$ cat src/rtl/ramp_seq_pkg.sv
package ramp_seq_pkg;
  typedef enum logic [1:0] {
    PH_IDLE   = 2'd0,
    PH_RESET  = 2'd1,
    PH_COUNT  = 2'd2,
    PH_SETTLE = 2'd3
  } phase_e;
endpackage

$ cat src/rtl/ramp_phase_fsm.sv
module ramp_phase_fsm
  import ramp_seq_pkg::*;
#(
  parameter int RST_CYC    = 2,
  parameter int STEP_CYC   = 2,
  parameter int SETTLE_CYC = 8
) (
  input  logic   clk_i,
  input  logic   rst_ni,
  input  logic   line_start_i,
  input  logic   at_top_i,
  output phase_e phase_o,
  output logic   clr_o,
  output logic   adv_o,
  output logic   done_o
);
  localparam int MAX_A   = (RST_CYC > STEP_CYC) ? RST_CYC : STEP_CYC;
  localparam int MAX_CYC = (MAX_A > SETTLE_CYC) ? MAX_A : SETTLE_CYC;
  localparam int TMR_W   = (MAX_CYC > 1) ? $clog2(MAX_CYC) : 1;
  localparam logic [TMR_W-1:0] RST_LAST  = TMR_W'(RST_CYC - 1);
  localparam logic [TMR_W-1:0] STEP_LAST = TMR_W'(STEP_CYC - 1);
  localparam logic [TMR_W-1:0] SET_LAST  = TMR_W'(SETTLE_CYC - 1);

  phase_e           state_q;
  logic [TMR_W-1:0] tmr_q;

  always_ff @(posedge clk_i or negedge rst_ni) begin
    if (!rst_ni) begin
      state_q <= PH_IDLE;
      tmr_q   <= '0;
    end else if (line_start_i) begin
      state_q <= PH_RESET;
      tmr_q   <= '0;
    end else begin
      unique case (state_q)
        PH_RESET:
          if (tmr_q == RST_LAST) begin
            state_q <= PH_COUNT;
            tmr_q   <= '0;
          end else tmr_q <= tmr_q + 1'b1;
        PH_COUNT:
          if (tmr_q == STEP_LAST) begin
            tmr_q <= '0;
            if (at_top_i) state_q <= PH_SETTLE;
          end else tmr_q <= tmr_q + 1'b1;
        PH_SETTLE:
          if (tmr_q == SET_LAST) begin
            state_q <= PH_IDLE;
            tmr_q   <= '0;
          end else tmr_q <= tmr_q + 1'b1;
        default: tmr_q <= '0;
      endcase
    end
  end

  assign phase_o = state_q;
  assign clr_o   = line_start_i;
  assign adv_o   = (state_q == PH_COUNT) && (tmr_q == STEP_LAST) && !at_top_i && !line_start_i;
  assign done_o  = (state_q == PH_SETTLE) && (tmr_q == SET_LAST);

  // restart from any phase
  p_restart_r8: assert property (@(posedge clk_i) disable iff (!rst_ni)
    line_start_i |=> (state_q == PH_RESET) && (tmr_q == '0));
  // done is followed by idle
  p_done_idle_r7: assert property (@(posedge clk_i) disable iff (!rst_ni)
    (done_o && !line_start_i) |=> (state_q == PH_IDLE));
  // settle entered only from count at the top value
  p_settle_entry_r6: assert property (@(posedge clk_i) disable iff (!rst_ni)
    (state_q != PH_SETTLE) && !line_start_i |=> (state_q != PH_SETTLE) || $past(at_top_i));
endmodule

$ cat src/rtl/ramp_step_counter.sv
module ramp_step_counter #(
  parameter int CNT_W     = 6,
  parameter int NUM_COLOR = 3
) (
  input  logic                 clk_i,
  input  logic                 rst_ni,
  input  logic                 clr_i,
  input  logic                 adv_i,
  input  logic [NUM_COLOR-1:0] color_en_i,
  output logic [CNT_W:0]       count_o,
  output logic [NUM_COLOR-1:0] step_o,
  output logic                 at_top_o
);
  localparam int              OW  = CNT_W + 1;
  localparam logic [OW-1:0]   TOP = OW'(2 ** CNT_W);
  localparam logic [OW-1:0]   ONE = OW'(1);

  logic [OW-1:0] cnt_q;

  always_ff @(posedge clk_i or negedge rst_ni) begin
    if (!rst_ni)     cnt_q <= '0;
    else if (clr_i)  cnt_q <= '0;
    else if (adv_i)  cnt_q <= cnt_q + ONE;
  end

  for (genvar c = 0; c < NUM_COLOR; c++) begin : g_step
    logic step_q;
    always_ff @(posedge clk_i or negedge rst_ni) begin
      if (!rst_ni) step_q <= 1'b0;
      else         step_q <= adv_i && !clr_i && color_en_i[c];
    end
    assign step_o[c] = step_q;

    // a strobe marks a fresh count value
    p_step_inc_r5: assert property (@(posedge clk_i) disable iff (!rst_ni)
      step_q |-> (cnt_q == $past(cnt_q) + ONE));
  end

  assign count_o  = cnt_q;
  assign at_top_o = (cnt_q == TOP);

  // count never passes the top value
  p_cnt_cap_r4: assert property (@(posedge clk_i) disable iff (!rst_ni)
    cnt_q <= TOP);
  // clear lands on zero
  p_clr_zero_r2: assert property (@(posedge clk_i) disable iff (!rst_ni)
    clr_i |=> (cnt_q == '0));
  // without a step the count holds
  p_cnt_hold_r6: assert property (@(posedge clk_i) disable iff (!rst_ni)
    (!adv_i && !clr_i) |=> $stable(cnt_q));
endmodule

$ cat src/rtl/ramp_line_seq.sv
module ramp_line_seq
  import ramp_seq_pkg::*;
#(
  parameter int CNT_W      = 6,
  parameter int NUM_COLOR  = 3,
  parameter int RST_CYC    = 2,
  parameter int STEP_CYC   = 2,
  parameter int SETTLE_CYC = 8
) (
  input  logic                 clk_i,
  input  logic                 rst_ni,
  input  logic                 line_start_i,
  input  logic [NUM_COLOR-1:0] color_en_i,
  output logic [CNT_W:0]       count_o,
  output logic                 ramp_rst_o,
  output logic [NUM_COLOR-1:0] ramp_step_o,
  output logic [1:0]           phase_o,
  output logic                 line_done_o
);
  phase_e phase;
  logic   clr, adv, at_top, done;

  ramp_phase_fsm #(
    .RST_CYC   (RST_CYC),
    .STEP_CYC  (STEP_CYC),
    .SETTLE_CYC(SETTLE_CYC)
  ) i_fsm (
    .clk_i       (clk_i),
    .rst_ni      (rst_ni),
    .line_start_i(line_start_i),
    .at_top_i    (at_top),
    .phase_o     (phase),
    .clr_o       (clr),
    .adv_o       (adv),
    .done_o      (done)
  );

  ramp_step_counter #(
    .CNT_W    (CNT_W),
    .NUM_COLOR(NUM_COLOR)
  ) i_cnt (
    .clk_i     (clk_i),
    .rst_ni    (rst_ni),
    .clr_i     (clr),
    .adv_i     (adv),
    .color_en_i(color_en_i),
    .count_o   (count_o),
    .step_o    (ramp_step_o),
    .at_top_o  (at_top)
  );

  assign phase_o     = phase;
  assign ramp_rst_o  = (phase == PH_RESET);
  assign line_done_o = done;

  // ramp reset only with a zero count
  p_rst_zero_r2: assert property (@(posedge clk_i) disable iff (!rst_ni)
    ramp_rst_o |-> (count_o == '0));
  // no strobe outside the count phase
  p_step_phase_r6: assert property (@(posedge clk_i) disable iff (!rst_ni)
    (ramp_step_o != '0) |-> (phase == PH_COUNT));
  // done is a single-cycle pulse
  p_done_pulse_r7: assert property (@(posedge clk_i) disable iff (!rst_ni)
    line_done_o |=> !line_done_o);
endmodule

$ cat config.mk
export PLATFORM = sky130hd
export DESIGN_NAME = ramp_line_seq
export DESIGN_NICKNAME = d
export VERILOG_FILES = /design/src/rtl/ramp_seq_pkg.sv /design/src/rtl/ramp_phase_fsm.sv /design/src/rtl/ramp_step_counter.sv /design/src/rtl/ramp_line_seq.sv
export SDC_FILE = /design/constraint.sdc
export NUM_CORES = 1
export LEC_CHECK = 0
export ABC_AREA = 1
export BUFFER_PORTS_ARGS = -buffer_cell sky130_fd_sc_hd__buf_2
export CAP_MARGIN = 20
export CORE_MARGIN = 2
export CORE_UTILIZATION = 36
export CTS_BUF_LIST = sky130_fd_sc_hd__clkbuf_16
export DETAILED_ROUTE_END_ITERATION = 10
export HOLD_SLACK_MARGIN = 0.05
export SLEW_MARGIN = 5
export SYNTH_ARGS = -nofsm -noshare
export SYNTH_HDL_FRONTEND = slang
export SYNTH_HIERARCHICAL = 1
export SYNTH_SLANG_ARGS = --single-unit
$ cat constraint.sdc
create_clock -name clk_i -period 1.9 [get_ports clk_i]
set_clock_uncertainty 0.1 [all_clocks]
set_input_delay 0.285 -clock clk_i [delete_from_list [all_inputs] [get_ports clk_i]]
set_output_delay 0.285 -clock clk_i [all_outputs]
set_load 0.02 [all_outputs]
=== Word level (Yosys, flattened, before mapping) ===
Cells that the tools add are included.
Widths: inputs -> output; s select.

* $add $sub $neg: 2
* Eq/ne operators: 10
* Muxes and demuxes: 12
* Reductions and logical operators: 14

{| class="wikitable"
|+ Operators with widths
! operator !! number
|-
| $mux 7 || 2
|-
| $mux 2 || 5
|-
| $mux 3 || 3
|-
| $ne 3x2->1 const B || 3
|-
| $logic_and 1x1->1 || 8
|-
| $add 7x1->7 const B || 1
|-
| $eq 7x7->1 const B || 1
|-
| $pmux 2 s3 || 1
|-
| $pmux 3 s2 || 1
|-
| $reduce_and 5->1 || 1
|-
| $eq 2x2->1 const B || 2
|-
| $reduce_bool 4->1 || 1
|-
| $add 3x1->3 const B || 1
|-
| $eq 3x1->1 const B || 1
|-
| $eq 3x3->1 const B || 1
|-
| $ne 3x3->1 const B || 1
|-
| $eq 2x1->1 const B || 1
|-
| $logic_not 1->1 || 2
|-
| $reduce_bool 2->1 || 1
|-
| $reduce_or 2->1 || 1
|}

* Register bits after elaboration: 15
* Input port bits: 6
* Logic and storage cells: 44

=== Logic depth before layout (Yosys ltp) ===
Gate-level depths: netlist of run 1.

* Depth in word-level cells: 6
* Gate-level depth with buffers: 11

=== By module ===
The synthesis of run 1 kept the hierarchy.

{| class="wikitable"
|+ By module, submodules not included
! module !! instances !! cells an instance !! area an instance (um^2)
|-
| ramp_step_counter || 1 || 61 || 498.0
|-
| ramp_phase_fsm || 1 || 56 || 431.7
|-
| ramp_line_seq || 1 || 2 || 10.0
|}

=== Least setup slack after synthesis of run 1 ===
No wires, ideal clock.

* Kind: register to register
* Start point: register i_cnt.cnt_q[0] (netlist: i_cnt/count_o[0])
* End point: register i_cnt.cnt_q[6] (netlist: i_cnt/count_o[6])
* Library setup time: 0.119 ns
* Arrival: 1.960 ns
* Setup slack: -0.280 ns
* Cell stages (with the launch flop): 11
* Path buffers: 0
* Clock period less this slack: 2.180 ns
* Path through: dfrtp_1 inv_1 ha_1 nand3_1 nor3_1 nor4_1 inv_2 nor2_4 nand3_1 nand2_1 nor2_1

* Word-level cells in the longest chain between the ends: 5
* Elaborated cells between the ends (all ways): 8

{| class="wikitable"
|+ Ends and longest elaborated chain
! what !! line !! text
|-
| start: declaration || ramp_step_counter.sv:18 || <nowiki>logic [OW-1:0] cnt_q;</nowiki>
|-
| start signal: assignment || ramp_step_counter.sv:23 || <nowiki>else if (adv_i) cnt_q <= cnt_q + ONE;</nowiki>
|-
| $eq 7x7->1 || ramp_step_counter.sv:40 || <nowiki>assign at_top_o = (cnt_q == TOP);</nowiki>
|-
| named net at_top || ramp_line_seq.sv:21 || <nowiki>logic clr, adv, at_top, done;</nowiki>
|-
| $logic_not 1->1 || ramp_phase_fsm.sv:58 || <nowiki>assign adv_o = (state_q == PH_COUNT) && (tmr_q == STEP_LAST) && !at_top_i && !line_start_i;</nowiki>
|-
| $logic_and 1x1->1 (2 in series) || ramp_phase_fsm.sv:58 ||
|-
| named net adv || ramp_line_seq.sv:21 ||
|-
| $reduce_bool 2->1 (no source line) || - ||
|}

The timed path passes the listed nets, and every way through them passes these cells. The select of a mux whose other input is x is not followed.
A chain may end at the register's enable or synchronous reset.

=== Final worst setup path of run 1 ===
* Start point: register i_fsm.state_q[0] (netlist: i_fsm/phase_o[0])
* End point: register i_cnt.cnt_q[6] (netlist: i_cnt/count_o[6])

* Word-level cells in the longest chain between the ends: 5

{| class="wikitable"
|+ Ends and longest elaborated chain
! what !! line !! text
|-
| start: declaration || ramp_phase_fsm.sv:24 || <nowiki>phase_e state_q;</nowiki>
|-
| start signal: assignment || ramp_phase_fsm.sv:29 || <nowiki>state_q <= PH_IDLE;</nowiki>
|-
| start signal: assignment || ramp_phase_fsm.sv:32 || <nowiki>state_q <= PH_RESET;</nowiki>
|-
| start signal: assignment || ramp_phase_fsm.sv:38 || <nowiki>state_q <= PH_COUNT;</nowiki>
|-
| $eq 2x2->1 || ramp_phase_fsm.sv:58 ||
|-
| $logic_and 1x1->1 (3 in series) || ramp_phase_fsm.sv:58 ||
|-
| named net adv || ramp_line_seq.sv:21 ||
|-
| $reduce_bool 2->1 (no source line) || - ||
|}

The timed path passes the listed nets, and every way through them passes these cells.

==> flow_summary.yaml, run 1 <==
sta:
  finalSetupViolations: 0
  worst_slew_pin_slew_ns: 0.343
  slew-limit-headroom: 0.771
  hold_viol_final: 0
  setup_tns_ns: 0
  final.min_clock_period_ns: 1.73
  final.period_utilization: 0.909
  slew_violations: 0
  fmax_mhz: 579
  setup_ws_ns: 0.173
  rsz0062_at_grt: "false"
  whs_ns: 0.148
global_routing:
  grt.total_usage: 0.136
  grt_pass1_wl_mm: 2.94
  grt_start_max_net_pins: 16
  antenna_found_initial: 0
  overflow: 0
  grt_pass1_vias: 709
cells_and_area:
  synthToLayoutAreaGrowth_pct: 23.8
  final_nets: 160
  final_cell_mix: "25 x nand2_1, 19 x buf_2, 18 x inv_1"
  stdcell_count: 172
  antenna_cells: 0
  layout-drive-gt1-share: 0.275
  layout_commonest_cell: "nand2_1"
cts:
  cts.sinks: 15
  cts_buffer_depth: 2
  cts_root_buffer: "clkbuf_16"
  cts_buffers: 3
  cts_tree: "done"
  cts_htree_levels: 1
  clkLatencyLatePin_ns: 0.24
  cts.clk_slew.worst_paths_ns: 0.05
drt:
  ant_nets: 0
  drt-pass1-iter-count: 4
  vias_per_cell: 4.72
  drt_iter0_markers: 18
  routed_wl_mm: 1.92
  vias: 811
  drc: 0
  wl_per_cell_um: 11.2
setup_path:
  crit_arrival_ns: 1.76
  rr_startpoint: "i_fsm/phase_o[0]"
  critPathCaptureType: "register"
  cp_common_cell: "inv_1"
  path_class: "reg2reg"
  crit_chain: "inv_1 > ha_1 > inv_1 > nor4_2 > buf_4 > inv_2 > nor2_4 > nand3_1 > nand2_1 > nor2_1"
  worst_setup_path_start_kind: "register"
  critPathMaxStageDelay_ns: 0.42
  crit_required_ns: 1.93
  rr_endpoint: "i_cnt/count_o[6]"
  crit_slowest_cell: "dfrtp_1"
  critPathMaxFanout: 6
  reg2reg_depth: 10
  timing.reg2reg.setup_slack_ns: 0.17
floorplan:
  top_level_ports: 20
  die_w_um: 55.1
  die_h_um: 55.1
  coreArea_um2: 2480
  rows: 18
  floorplan.initialDensity: 0.379
  die_area_um2: 3030
power_and_ir_drop:
  power_mw: 1.27
  p_int_uw: 808
  comb_power_share: 0.367
  power_frac_clock: 0.317
  peakVddDrop_mv: 0.658
  swShare: 0.365
  seqPwrFrac: 0.315
  p_per_area_nw_per_um2: 1090
  p_leak_nw: 0.636
  switching_power_uw: 464
min_path:
  hp-start: "color_en_i[2]"
  whs_path_depth: 3
  hold_path_class: "in2reg"
  hold_path_end: "i_cnt/g_step[2].step_q"
synth:
  syn_inst: 119
  synth_seq_area_share: 0.399
  syn_area_per_cell_um2: 7.90
  yosysWarnings: 6
  synth-seq-cells: 15
  synth_nets: 136
  synthesis.area_um2: 940
  yosys.cell_types.count: 20
placement:
  gp_congestion: 0.740
  place_ws_ns: 0.112
  place_inst: 166
  portBuffers: 19
  dpl.hpwl_mm: 1.39
status:
  status: "completed"
run:
  drv_cap: 0
## worst max-delay path: cells and delay by family, from the launching register on
family	cells	cell delay [ns]
AND/OR/NAND/NOR	5	0.51
flip-flops	1	0.42
buffers and inverters	4	0.42
adder cells (fa/ha/maj)	1	0.16
## sequential cells by signal (all words and copies together), names as in the netlist
| register | flops |
|---|---|
| i_cnt/count_o | 7 |
| i_cnt/g_step.step_q | 3 |
| i_fsm/tmr_q | 3 |
| i_fsm/phase_o | 2 |
## cell type report
class	count	area, um2
flip-flops and latches	15	378
inverters	20	75.1
well taps	30	37.5
clock buffers	3	75.1
multi-input cells	80	465
repair buffers	23	128
fillers	258	1310
clock inverters	1	5.00
## per-stage QoR
stage	util	area (um2)
floorplan	-	948
global placement	0.430	1070
detailed placement	0.430	1070
CTS	0.467	1160
global route	0.470	1160
finish	0.470	1160
## timing repair
| action | 4_1_cts | 5_1_grt |
|---|---|---|
| setup buffers | 0 | 1 |
| setup endpoints to repair | 0 | 3 |
| hold buffers | 1 | 0 |
| endpoints found under the hold margin | 15 | 0 |
| resized for setup | 0 | 0 |
## power groups by stage
stage	Clock, mW	Sequential, mW	Combinational (mW)
after floorplan	0	0.429	0.318
after global placement	0	0.405	0.446
after detailed placement	0	0.409	0.457
after CTS	0.420	0.404	0.470
after global routing	0.434	0.408	0.524
final	0.404	0.401	0.467
## cells in the mapped netlist
library cell	count	share of area
or2_1	1	0.0067
nor2_1	16	0.064
nand2_2	1	0.0067
inv_2	2	0.0080
buf_4	4	0.032
a21boi_1	1	0.0080
or2_2	1	0.0067
nand2_1	25	0.10
nor3_1	2	0.011
dfrtp_1	15	0.40
ha_1	11	0.15
nor2_2	3	0.020
o21ai_0	1	0.0053
a21oi_1	5	0.027
nand3_1	7	0.037
inv_1	18	0.072
nor2_4	1	0.012
nor4_1	1	0.0067
o21ai_1	2	0.011
nor3_2	2	0.021
## worst max path at each step
| stage | start | endpoint | slack [ns] | cells past startpoint |
|---|---|---|---|---|
| after floorplan | i_cnt/count_o[0] | i_cnt/count_o[6] | 0.005 | 10 |
| after global placement | i_cnt/count_o[0] | i_cnt/count_o[6] | 0.17 | 11 |
| after detailed placement | i_cnt/count_o[0] | i_cnt/count_o[6] | 0.11 | 11 |
| after CTS | i_cnt/count_o[0] | i_cnt/count_o[6] | 0.08 | 11 |
| after global routing | i_fsm/phase_o[0] | i_cnt/count_o[6] | 0.02 | 10 |
| final | i_fsm/phase_o[0] | i_cnt/count_o[6] | 0.17 | 10 |
## routing by layer
| layer | part of all wire | vias to the layer above | GRT usage |
|---|---|---|---|
| met5 | 0 | - | 0 |
| met1 | 0.44 | 380 | 0.165 |
| met4 | 0.0047 | 0 | 0.0610 |
| met3 | 0.055 | 2 | 0.0242 |
| met2 | 0.50 | 19 | 0.234 |
| li1 | - | 410 | - |
## cell families after synthesis
family / Yosys count / synth area share
AND/OR/NAND/NOR: 60 / 0.292
adder cells (fa/ha/maj): 11 / 0.146
flip-flops: 15 / 0.399
AO/OA/AOI/OAI: 9 / 0.0506
buffers and inverters: 24 / 0.112
No activity file was read; power rests on OpenSTA's default activity.
==> run 2: changes to the inputs <==
--- a/config.mk
+++ b/config.mk
@@ -6,12 +6,12 @@
 export NUM_CORES = 1
 export LEC_CHECK = 0
 export ABC_AREA = 1
-export BUFFER_PORTS_ARGS = -buffer_cell sky130_fd_sc_hd__buf_2
 export CAP_MARGIN = 20
 export CORE_MARGIN = 2
 export CORE_UTILIZATION = 36
 export CTS_BUF_LIST = sky130_fd_sc_hd__clkbuf_16
 export DETAILED_ROUTE_END_ITERATION = 10
+export DONT_BUFFER_PORTS = 1
 export HOLD_SLACK_MARGIN = 0.05
 export SLEW_MARGIN = 5
 export SYNTH_ARGS = -nofsm -noshare
==> run 2 against run 1 <==
Net effect: sequential power is 5.7% lower; global-route usage is 0.79 points lower; hold slack worse by 0.087 ns; critical path type unchanged; largest cell class unchanged; final area is 1.7% lower.
==> flow_summary.yaml, run 2 (synthesis results as in run 1) <==
global_routing:
  grt_pass1_vias: 641
  top_usage_layer: "met2"
  grt_pass1_wl_mm: 2.73
  grtUsageMet3: 0.0323
  overflow: 0
  grt_util_met1: 0.158
  antenna_found_initial: 0
  grt.total_usage: 0.128
  grt_start_max_net_pins: 16
  use_met2: 0.220
floorplan:
  floorplan.initialDensity: 0.379
  die_w_um: 55.1
  die_h_um: 55.1
  rows: 18
  top_level_ports: 20
  coreArea_um2: 2480
  die_area_um2: 3030
power_and_ir_drop:
  p_leak_nw: 0.586
  peakVddDrop_mv: 0.702
  p_per_area_nw_per_um2: 1100
sta:
  final.min_clock_period_ns: 1.74
  slew-limit-headroom: 0.542
  slew_violations: 0
  final.period_utilization: 0.914
  finalSetupViolations: 0
  setup_tns_ns: 0
  worst_slew_pin_slew_ns: 0.685
  hold_viol_final: 0
  rsz0062_at_grt: "false"
  fmax_mhz: 576
cells_and_area:
  final_cell_mix: "25 x nand2_1, 18 x inv_1, 16 x nor2_1"
  largest_register_ffs: 7
  synthToLayoutAreaGrowth_pct: 21.7
  antenna_cells: 0
  stdcell_area_um2: 1140
  final_nets: 150
  layout_commonest_cell: "nand2_1"
  layout-drive-gt1-share: 0.197
cts:
  cts-resized-gates: 0
  clkLatencyLatePin_ns: 0.24
  cts.clk_slew.worst_paths_ns: 0.05
  cts_htree_levels: 1
  cts.sinks: 15
  cts_buffers: 3
  cts_root_buffer: "clkbuf_16"
  cts_buffer_depth: 2
  cts_tree: "done"
drt:
  ant_nets: 0
  vias_per_cell: 4.54
  vias: 735
  routed_wl_mm: 1.79
  drt-pass1-iter-count: 4
  drt_iter0_markers: 8
  wl_per_cell_um: 11.0
  drc: 0
setup_path:
  path_class: "reg2reg"
  crit_arrival_ns: 1.77
  crit_required_ns: 1.93
  critPathMaxFanout: 6
  setup.worst_path.start: "i_cnt/count_o[0]"
  critPathCaptureType: "register"
  worst_setup_path_start_kind: "register"
  rr_startpoint: "i_cnt/count_o[0]"
status:
  status: "completed"
min_path:
  hold_path_class: "in2reg"
  hp-start: "color_en_i[1]"
placement:
  portBuffers: 0
  gp_congestion: 0.728
  dpl.hpwl_mm: 1.40
  place_area_um2: 1020
run:
  drv_cap: 0
[run 2: final timing paths]
kind,end,slack (ns),depth (start not counted)
setup / recovery,i_cnt/count_o[6],0.16,11
hold / removal,i_cnt/g_step[1].step_q,0.06,2
setup reg to reg,i_cnt/count_o[6],0.16,11
hold reg to reg,i_fsm/tmr_q[0],0.40,1
max in group asynchronous,i_cnt/count_o[0],0.79,1
min in group asynchronous,i_cnt/count_o[6],0.43,1
[run 2: what timing repair did]
| item | in CTS | in global routing |
|---|---|---|
| hold buffers | 4 | 0 |
| hold endpoints to repair | 18 | 0 |
| buffers inserted | 0 | 0 |
[run 2: critical path: stages (launching register included)]
cell and delay [ns]:
dfrtp_2 0.35, inv_1 0.04, ha_1 0.19, nand3_1 0.09, nor3_1 0.07, nor4_2 0.26
buf_4 0.18, inv_2 0.05, nor2_4 0.11, nand3_1 0.08, nand2_1 0.07, nor2_1 0.04
[run 2: metal layers]
metal  vias to the layer above  share of wire
li1                        389              -
met1                       331           0.48
met2                        13           0.47
met3                         2          0.048
met4                         0         0.0050
met5                         -              0
[run 2: final cells by class]
type	count	area (um2)
Sequential cell	15	378
Inverter	20	75.1
Clock buffer	3	75.1
Timing Repair Buffer	13	108
Fill cell	247	1330
Clock inverter	1	5.00
Multi-Input combinational cell	80	465
Tap cell	30	37.5
[run 2: power breakdown]
| group | total (mW) | internal (mW) | switching, mW | leakage [nW] |
|---|---|---|---|---|
| Sequential | 0.378 | 0.356 | 0.0222 | 0.202 |
| Combinational | 0.477 | 0.175 | 0.302 | 0.344 |
| Clock | 0.406 | 0.281 | 0.125 | 0.0409 |
| Total | 1.26 | 0.812 | 0.449 | 0.586 |
[run 2: through the flow]
stage	cells	util	hold WS, ns	setup slack [ns]	power (mW)
floorplan	119	-	-0.111	0.00475	0.747
global placement	154	0.413	-0.110	0.215	0.845
detailed placement	154	0.413	-0.110	0.182	0.856
CTS	162	0.462	0.0623	0.153	1.28
global route	162	0.462	0.0646	0.0196	1.35
finish	162	0.462	0.0611	0.164	1.26
==> run 3: changes to the inputs <==
--- a/config.mk
+++ b/config.mk
@@ -12,7 +12,7 @@
 export CTS_BUF_LIST = sky130_fd_sc_hd__clkbuf_16
 export DETAILED_ROUTE_END_ITERATION = 10
 export DONT_BUFFER_PORTS = 1
-export HOLD_SLACK_MARGIN = 0.05
+export HOLD_SLACK_MARGIN = 0.15
 export SLEW_MARGIN = 5
 export SYNTH_ARGS = -nofsm -noshare
 export SYNTH_HDL_FRONTEND = slang
==> constraint.sdc (replaced) <==
create_clock -name clk_i -period 2.09 [get_ports clk_i]
set_clock_uncertainty 0.1 [all_clocks]
set_input_delay 0.3135 -clock clk_i [delete_from_list [all_inputs] [get_ports clk_i]]
set_output_delay 0.3135 -clock clk_i [all_outputs]
set_load 0.02 [all_outputs]
==> run 3 against run 2 <==
Net effect: via count up 1.6%; first-iteration DRC count down 13%; die area unchanged; total power down 8.1%; non-clock buffer count down 2; largest cell class unchanged; register-to-register slack better by 0.08 ns; clock power down 8.6%; routed wire length up 2.9%; setup slack better by 0.076 ns; hold slack better by 0.11 ns; fmax down 6.2%; utilization down 0.25 points.
==> flow_summary.yaml, run 3 (synthesis results as in run 1) <==
status:
  status: "completed"
drt:
  vias_per_cell: 4.67
  drt-pass1-iter-count: 4
  routed_wl_mm: 1.84
  drt_iter0_markers: 7
  drc: 0
  wl_per_cell_um: 11.5
  ant_nets: 0
  vias: 747
power_and_ir_drop:
  switching_power_uw: 421
  p_per_area_nw_per_um2: 1020
  seqPwrFrac: 0.295
  power_frac_clock: 0.320
  comb_power_share: 0.384
  peakVddDrop_mv: 0.527
  swShare: 0.364
  p_leak_nw: 0.578
  p_int_uw: 738
  power_mw: 1.16
cts:
  cts_tree: "done"
  cts.clk_slew.worst_paths_ns: 0.05
  clkLatencyLatePin_ns: 0.24
  cts_buffers: 3
  cts_htree_levels: 1
  cts.sinks: 15
  cts_buffer_depth: 2
  cts_root_buffer: "clkbuf_16"
floorplan:
  floorplan.initialDensity: 0.379
  top_level_ports: 20
  die_h_um: 55.1
  rows: 18
  coreArea_um2: 2480
  die_w_um: 55.1
  die_area_um2: 3030
cells_and_area:
  fillers: 259
  synthToLayoutAreaGrowth_pct: 21.0
  largest_register_ffs: 7
  layout-drive-gt1-share: 0.162
  layout_commonest_cell: "nand2_1"
  multi_input_area_um2: 474
  seq_area_um2: 375
  final_cell_mix: "25 x nand2_1, 18 x inv_1, 16 x nor2_1"
  final_nets: 148
  antenna_cells: 0
  stdcell_count: 160
  final_util: 0.459
setup_path:
  cp_common_cell: "nand3_1"
  crit_required_ns: 2.12
  critPathMaxStageDelay_ns: 0.44
  crit_slowest_cell: "nor4_4"
  critPathMaxFanout: 6
  worst_setup_path_start_kind: "register"
  critPathCaptureType: "register"
  path_class: "reg2reg"
  crit_arrival_ns: 1.88
  crit_chain: "inv_1 > ha_1 > nand3_1 > nor3_1 > nor4_4 > inv_2 > nor2_4 > nand3_1 > nand2_1 > nor2_1"
sta:
  worst_slew_pin_slew_ns: 0.680
  fmax_mhz: 541
  slew_violations: 0
  final.period_utilization: 0.885
  hold_viol_final: 0
  slew-limit-headroom: 0.545
  whs_ns: 0.170
  setup_tns_ns: 0
  final.min_clock_period_ns: 1.85
  finalSetupViolations: 0
  rsz0062_at_grt: "false"
global_routing:
  antenna_found_initial: 0
  grt_start_max_net_pins: 16
  grt_pass1_wl_mm: 2.93
  grt_pass1_vias: 680
  overflow: 0
  grt.total_usage: 0.142
placement:
  place_inst: 151
  gp_congestion: 0.783
  dpl.hpwl_mm: 1.34
  portBuffers: 0
min_path:
  hold_path_class: "in2reg"
run:
  drv_cap: 0
-- run 3: cell count changes in the layout (fill, tap and decap cells not counted), sizes merged --
cell         previous run  this run
buf                     9         6
dlygate4sd3             4         5
-- run 3: worst max-delay path, delay by kind of cell (launching register included) --
kind	cells	cell delay (ns)
flip-flops	1	0.34
buffers and inverters	2	0.16
adder cells (fa/ha/maj)	1	0.18
AND/OR/NAND/NOR	7	0.95
-- run 3: area by class of cell --
class                   count  share of cell area
multi-input cells          80               0.417
flip-flops and latches     15               0.330
repair buffers             11              0.0836
clock buffers               3              0.0660
inverters                  20              0.0660
well taps                  30              0.0330
clock inverters             1             0.00440
-- run 3: timing repair --
action | in CTS | in global routing
hold buffers | 5 | 0
setup buffers | 0 | 0
resized for setup | 0 | 1
setup endpoints to repair | 0 | 3
endpoints found under the hold margin | 21 | 0
-- run 3: metrics by stage --
stage	worst slack, ns	cell area (um2)
after global placement	0.214	998
after global routing	0.0864	1140
after CTS	0.118	1130
final	0.240	1140
after floorplan	0.112	946
after detailed placement	0.135	998
-- run 3: worst paths after layout --
check	start	endpoint	slack (ns)	cells after the start
setup / recovery	i_cnt/count_o[1]	i_cnt/count_o[6]	0.24	10
hold / removal	line_start_i	i_fsm/phase_o[1]	0.17	3
setup reg to reg	i_cnt/count_o[1]	i_cnt/count_o[6]	0.24	10
hold reg to reg	i_fsm/tmr_q[0]	i_fsm/tmr_q[0]	0.38	1
max in group asynchronous	rst_ni	i_cnt/count_o[1]	1.00	1
min in group asynchronous	rst_ni	i_fsm/tmr_q[2]	0.45	1
-- run 3: power by group through the flow --
| stage | sequential (mW) | clock, mW | combinational (mW) |
|---|---|---|---|
| 2_1_floorplan | 0.390 | 0 | 0.289 |
| 3_3_place_gp | 0.346 | 0 | 0.418 |
| 3_5_place_dp | 0.347 | 0 | 0.423 |
| 4_1_cts | 0.342 | 0.384 | 0.442 |
| 5_1_grt | 0.345 | 0.402 | 0.507 |
| 6_report | 0.342 | 0.371 | 0.446 |
-- run 3: per-layer routing --
| metal | vias to the layer above | global-route usage | wire (um) |
|---|---|---|---|
| met5 | - | 0 | 0 |
| met4 | 0 | 0.0976 | 49 |
| li1 | 386 | - | - |
| met2 | 23 | 0.212 | 830 |
| met3 | 4 | 0.0484 | 141 |
| met1 | 334 | 0.171 | 818 |
